==> src/rtl/fcr_pkg.sv <==
package fcr_pkg;

  // circular increment within a window of m entries
  function automatic int unsigned wrap_inc(int unsigned v, int unsigned m);
    return (v + 1 >= m) ? 0 : v + 1;
  endfunction

  typedef enum logic [1:0] {
    ACT_IDLE = 2'd0,
    ACT_TAKE = 2'd1,
    ACT_STEP = 2'd2
  } credit_act_e;

endpackage

==> src/rtl/fcr_rsv_reg.sv <==
module fcr_rsv_reg #(
  parameter int unsigned RW       = 5,
  parameter int unsigned RSV_INIT = 5
) (
  input  logic          clk_i,
  input  logic          rst_ni,
  input  logic          we_i,
  input  logic [RW-1:0] wdata_i,
  input  logic          shift_i,
  output logic [RW-1:0] rsv_o,
  output logic [RW-1:0] rsv_nxt_o
);
  logic [RW-1:0] act_q, pend_q;
  logic          pend_vld_q;

  assign rsv_o     = act_q;
  assign rsv_nxt_o = pend_vld_q ? pend_q : act_q;

  always_ff @(posedge clk_i or negedge rst_ni) begin
    if (!rst_ni) begin
      act_q      <= RW'(RSV_INIT);
      pend_q     <= '0;
      pend_vld_q <= 1'b0;
    end else begin
      if (shift_i) begin
        act_q      <= rsv_nxt_o;
        pend_vld_q <= 1'b0;
      end
      if (we_i) begin
        pend_q     <= wdata_i;
        pend_vld_q <= 1'b1;
      end
    end
  end
endmodule

==> src/rtl/fcr_window.sv <==
module fcr_window
  import fcr_pkg::*;
#(
  parameter int unsigned W  = 4,
  parameter int unsigned FW = 2
) (
  input  logic          clk_i,
  input  logic          rst_ni,
  input  logic          step_i,
  input  logic          shift_i,
  input  logic [FW-1:0] head_i,
  output logic [FW-1:0] inj_o,
  output logic [FW-1:0] head_o,
  output logic          blocked_o,
  output logic          wrap_o
);
  logic [FW-1:0] inj_q, head_q, inj_inc;

  assign inj_inc   = FW'(wrap_inc(int'(inj_q), W));
  assign blocked_o = (inj_inc == head_q);
  assign wrap_o    = shift_i && (head_i == inj_q);
  assign inj_o     = inj_q;
  assign head_o    = head_q;

  always_ff @(posedge clk_i or negedge rst_ni) begin
    if (!rst_ni) begin
      head_q <= '0;
      inj_q  <= FW'(1);
    end else begin
      if (shift_i) head_q <= head_i;
      if (wrap_o || step_i) inj_q <= inj_inc;
    end
  end
endmodule

==> src/rtl/fcr_credit.sv <==
module fcr_credit
  import fcr_pkg::*;
#(
  parameter int unsigned CW       = 7,
  parameter int unsigned RW       = 5,
  parameter int unsigned LW       = 4,
  parameter int unsigned RSV_INIT = 5
) (
  input  logic                 clk_i,
  input  logic                 rst_ni,
  input  credit_act_e          act_i,
  input  logic [LW-1:0]        len_i,
  input  logic [RW-1:0]        rsv_i,
  input  logic                 wrap_i,
  input  logic [RW-1:0]        rsv_nxt_i,
  output logic signed [CW-1:0] credit_o,
  output logic                 pos_o
);
  logic signed [CW-1:0] credit_q, c_mid, c_wrap, len_s, rsv_s, rsvn_s;

  assign len_s  = $signed({{(CW-LW){1'b0}}, len_i});
  assign rsv_s  = $signed({{(CW-RW){1'b0}}, rsv_i});
  assign rsvn_s = $signed({{(CW-RW){1'b0}}, rsv_nxt_i});

  always_comb begin
    unique case (act_i)
      ACT_TAKE: c_mid = credit_q - len_s;
      ACT_STEP: c_mid = credit_q + rsv_s;
      default:  c_mid = credit_q;
    endcase
    c_wrap = c_mid + rsvn_s;
    if (c_wrap > rsvn_s) c_wrap = rsvn_s;
  end

  assign credit_o = credit_q;
  assign pos_o    = (credit_q > 0);

  always_ff @(posedge clk_i or negedge rst_ni) begin
    if (!rst_ni) credit_q <= CW'(RSV_INIT);
    else         credit_q <= wrap_i ? c_wrap : c_mid;
  end
endmodule

==> src/rtl/fcr_inject_ctrl.sv <==
module fcr_inject_ctrl
  import fcr_pkg::*;
#(
  parameter int unsigned W           = 4,
  parameter int unsigned FRAME_FLITS = 16,
  parameter int unsigned MAX_LEN     = 9,
  parameter int unsigned RSV_INIT    = 5,
  localparam int unsigned FW = (W > 1) ? $clog2(W) : 1,
  localparam int unsigned TW = $clog2(W + 1),
  localparam int unsigned LW = $clog2(MAX_LEN + 1),
  localparam int unsigned RW = $clog2(FRAME_FLITS + 1),
  localparam int unsigned CW = $clog2(FRAME_FLITS + MAX_LEN + 1) + 2
) (
  input  logic          clk_i,
  input  logic          rst_ni,
  input  logic          req_i,
  input  logic          be_i,
  input  logic [LW-1:0] len_i,
  input  logic          shift_i,
  input  logic [FW-1:0] head_i,
  input  logic          rsv_we_i,
  input  logic [RW-1:0] rsv_i,
  output logic          acc_o,
  output logic          stall_o,
  output logic [TW-1:0] tag_o
);
  logic                 qos_req, take, step, pos, blocked, wrap;
  logic [FW-1:0]        inj_q, head_q;
  logic [RW-1:0]        rsv_q, rsv_nxt;
  logic signed [CW-1:0] credit_q;
  credit_act_e          act;

  assign qos_req = req_i && !be_i;
  assign take    = qos_req && pos;
  // borrowing pauses on a shift cycle so the head copy is never stale
  assign step    = qos_req && !pos && !shift_i && !blocked;
  assign act     = take ? ACT_TAKE : (step ? ACT_STEP : ACT_IDLE);

  assign acc_o   = (req_i && be_i) || take;
  assign stall_o = qos_req && !pos;
  assign tag_o   = be_i ? TW'(W) : TW'(inj_q);

  fcr_rsv_reg #(.RW(RW), .RSV_INIT(RSV_INIT)) u_rsv (
    .clk_i, .rst_ni,
    .we_i(rsv_we_i), .wdata_i(rsv_i), .shift_i,
    .rsv_o(rsv_q), .rsv_nxt_o(rsv_nxt)
  );

  fcr_window #(.W(W), .FW(FW)) u_win (
    .clk_i, .rst_ni,
    .step_i(step), .shift_i, .head_i,
    .inj_o(inj_q), .head_o(head_q), .blocked_o(blocked), .wrap_o(wrap)
  );

  fcr_credit #(.CW(CW), .RW(RW), .LW(LW), .RSV_INIT(RSV_INIT)) u_crd (
    .clk_i, .rst_ni,
    .act_i(act), .len_i, .rsv_i(rsv_q),
    .wrap_i(wrap), .rsv_nxt_i(rsv_nxt),
    .credit_o(credit_q), .pos_o(pos)
  );
endmodule

==> config.mk <==
export PLATFORM = sky130hd
export DESIGN_NAME = fcr_inject_ctrl
export DESIGN_NICKNAME = d
export VERILOG_FILES = /design/src/rtl/fcr_pkg.sv /design/src/rtl/fcr_rsv_reg.sv /design/src/rtl/fcr_window.sv /design/src/rtl/fcr_credit.sv /design/src/rtl/fcr_inject_ctrl.sv
export SDC_FILE = /design/constraint.sdc
export NUM_CORES = 1
export LEC_CHECK = 0
export ABC_CLOCK_PERIOD_IN_PS = 7690
export BUFFER_PORTS_ARGS = -buffer_cell sky130_fd_sc_hd__buf_2
export CORE_ASPECT_RATIO = 0.5
export CORE_MARGIN = 2
export CORE_UTILIZATION = 50
export CTS_BUF_LIST = sky130_fd_sc_hd__clkbuf_4
export DETAILED_ROUTE_END_ITERATION = 8
export PLACE_DENSITY_LB_ADDON = 0.05
export SETUP_SLACK_MARGIN = 0.1
export SLEW_MARGIN = 20
export SYNTH_ARGS = -nofsm -noshare
export SYNTH_HDL_FRONTEND = slang
export SYNTH_SLANG_ARGS = --single-unit
==> constraint.sdc <==
create_clock -name clk_i -period 7.69 [get_ports clk_i]
set_clock_uncertainty 0.1 [all_clocks]
set_input_delay 0.3845 -clock clk_i [delete_from_list [all_inputs] [get_ports clk_i]]
set_output_delay 0.3845 -clock clk_i [all_outputs]
set_load 0.03 [all_outputs]
==> flow_summary.ini <==
[critical_path]
cpMaxStageDelayCell = dfstp_2
rr_worst_depth = 21
crit_path_end_kind = flop
path_buf_inv = 0
r2r_slack_ns = 1.72
timing.rr.start = u_win.inj_o[0]$_DFFE_PN1P_
critPathTopFamily = adder cells
crit_arrival_ns = 6.14
critical_path_class = reg2reg
worst_setup_path_start_kind = flop
critical_path_required_ns = 7.86
slowest_delay_ns = 0.61
path_cells = ha_1, xnor2_1, a31oi_4, nand2_1, mux2_2, ha_1, fa_1, a211o_1, nand2_1, nand2_1, o21ai_0, ha_1, xnor2_1, ha_1, nand4_1, nor2_1, nor2_1, nor3b_4, nor4_4, mux2_4, mux2_4
cp.depth = 21
cp_max_fo = 8
crit_top_cell = ha_1
crit_path_start = u_win.inj_o[0]$_DFFE_PN1P_
r2r-end = u_crd.credit_o[2]$_DFF_PN1_
crit_path_end = u_crd.credit_o[2]$_DFF_PN1_

[final_layout]
fillers = 384
multi_input_area_um2 = 1430
final-seq-area_um2 = 557
nets = 277
utilization_pct = 57.7
synthToLayoutAreaGrowth_pct = 10.2
drive_above_1_share_pct = 23.5
diodes = 0

[detailed_routing]
drc_errors = 0
routed_via_density = 5.62
ant_nets = 0
wl_um = 4370
vias = 1640
dr.pass1.iters = 4
drt_iter0_drc = 44
wl_per_cell_um = 15.0

[clock_tree]
cts_root_buf = clkbuf_4
cts_max_level = 1
numCtsBuffers = 3
cts_num_sinks = 22
post_cts_buffers = 0
cts.clk_slew.worst_paths_ns = 0.14
cts_resized = 0
holdBufCountCts = 1
tritoncts = done
worstSkewPairLatency_ns = 0.32
clockBufferDepth = 2

[power_and_ir_drop]
p_per_area_nw_per_um2 = 458
ir_drop_mv = 0.168
leakagePower_nw = 1.04

[sta]
fin_crit_sh_pct = 77.7
setup_tns_ns = 0
hold_viol_final = 0
grt_setup_unrepaired = false
max_freq_mhz = 167
slew_headroom_pct = 55.1
drv_slew = 0
fin_crit_ns = 5.97
worst_pin_slew_ns = 0.666
setup_viol = 0

[die]
fp.dieW_um = 94.6
initial_core_util_pct = 52.3
ios = 22
core_area_um2 = 3920
die_h_um = 49.3
die-area_um2 = 4670
rows = 16

[worst_hold_path]
hp-class = in2reg

[synthesis]
synthFlopType = dfrtp_1
syn_avg_cell_area_um2 = 9.46
synthCells = 217
synth-compound-area-share_pct = 22.1
synth-xor-area-share_pct = 5.55
synthDistinctLibCells = 46
synth_top_family_by_area = compound AO/OA/AOI/OAI gates
synth-edff-count = 0
netlist_area_um2 = 2050
ys_seq_area_share_pct = 27.1
synth-seq-cells = 22
yosys_warnings = 0
muxShareOfSynthArea_pct = 12.6
synth_fa_ha_area_share_pct = 13.5
syn-num-nets = 255
async_flop_share_pct = 100
yosys.area_share.simple_pct = 15.6

[grt]
grt_antenna_before_repair = 0
overflow = 0
grt_pass1_wl_um = 7800
grt_use_met1_pct = 33.0
grt_pass1_vias = 1624
use_met2_pct = 32.9
met3_usage_pct = 3.71
busiest_layer = met1
grtUsageTotal_pct = 21.6
grt_max_degree = 23

[placed_design]
gp_congestion = 0.943
hpwl_um = 3580
io_buffer_count = 21

[run_status]
status = completed

[flow_run]
cap_violations = 0
[synthesized netlist by cell type, types with 2 or more instances]
cell	number	area, um2
o21ai_1	2	10.0
inv_1	10	37.5
dfrtp_1	17	425
mux2_2	11	124
dfstp_2	5	131
clkbuf_1	4	15.0
fa_1	2	40.0
nor3_1	4	20.0
nor2_1	20	75.1
and3_1	2	12.5
a21o_1	7	52.6
xor2_1	7	61.3
nor2b_1	5	31.3
nor3b_1	3	22.5
a21oi_2	2	17.5
nor4_4	2	42.5
mux2_4	3	45.0
o21ai_0	9	45.0
a211o_1	2	17.5
nand2_1	16	60.1
xnor2_1	6	52.6
a211oi_1	5	37.5
mux2i_1	9	90.1
a21oi_1	21	105
o21a_1	4	30.0
ha_1	19	238
[through the flow]
stage / power [mW] / cells / hold WS (ns) / instance area, um2 / worst slack, ns
after global placement: 0.924 / 287 / 0.283 / 2200 / 1.89
after detailed placement: 0.939 / 287 / 0.287 / 2200 / 1.72
after floorplan: 0.803 / 217 / -0.0111 / 2050 / 2.24
after global routing: 1.14 / 292 / 0.168 / 2260 / 1.25
final: 1.04 / 292 / 0.192 / 2260 / 1.72
after CTS: 1.04 / 292 / 0.178 / 2260 / 1.71
[layer usage]
layer / routed length [um] / vias to the layer above / share of wire, %
li1: - / 831 / -
met1: 2370 / 765 / 54
met2: 1780 / 39 / 41
met3: 201 / 5 / 4.6
met4: 21 / 0 / 0.48
met5: 0 / - / 0
[cells by family (layout without fill, tap and decap cells)]
kind of cell               Yosys count  after routing
and+or+nand+nor                     58             58
buffers and inverters               16             37
xor gates and xnor gates            13             13
adders and majority gates           21             21
muxes                               23             23
DFF                                 22             22
AOI/OAI and AO/OA                   64             64
[power breakdown]
group	switching (mW)	internal [mW]	total, mW
combinational	0.406	0.334	0.740
sequential	0.0477	0.157	0.204
clock	0.0383	0.0527	0.0910
total	0.492	0.543	1.04
[worst min-delay path by stage]
| stage | end | slack, ns | depth (start not counted) | start |
|---|---|---|---|---|
| 3_5_place_dp | u_rsv.pend_q[0]$_DFFE_PN0P_ | 0.29 | 1 | rst_ni |
| 4_1_cts | u_rsv.pend_q[3]$_DFFE_PN0P_ | 0.18 | 2 | rsv_i[3] |
| 3_3_place_gp | u_rsv.pend_q[2]$_DFFE_PN0P_ | 0.28 | 1 | rst_ni |
| 6_report | u_rsv.pend_q[3]$_DFFE_PN0P_ | 0.19 | 2 | rsv_i[3] |
| 2_1_floorplan | u_crd.credit_o[1]$_DFF_PN0_ | -0.01 | 0 | rst_ni |
| 5_1_grt | u_rsv.pend_q[3]$_DFFE_PN0P_ | 0.17 | 2 | rsv_i[3] |
[state kept, by name (all words and copies together), names as in the netlist]
signal	flops
u_crd.credit_o	7
u_rsv.pend_vld_q	1
u_win.inj_o	2
u_rsv.pend_q	5
u_win.head_o	2
u_rsv.rsv_o	5
[area by class of cell]
| class | count | share of cell area [%] |
|---|---|---|
| Multi-Input combinational cell | 179 | 63.0 |
| Clock inverter | 1 | 1.33 |
| Sequential cell | 22 | 24.6 |
| Inverter | 10 | 1.66 |
| Clock buffer | 3 | 0.996 |
| Timing Repair Buffer | 23 | 5.42 |
| Tap cell | 54 | 2.99 |
[cell usage in the layout (no fill, tap or decap), drive strengths merged, types with 2 or more instances in the layout]
cell	n
dfrtp	17
inv	10
nand2	16
xor2	7
o21ai	11
xnor2	6
a31oi	2
buf	22
a211oi	6
a21o	7
nor2	20
and3	2
nor3b	4
a21oi	23
clkbuf	3
fa	2
dfstp	5
nor2b	5
a211o	2
nor4	3
o21a	5
ha	19
mux2	14
nor3	4
mux2i	9
Note: power is estimated with default switching activity, not from simulation.
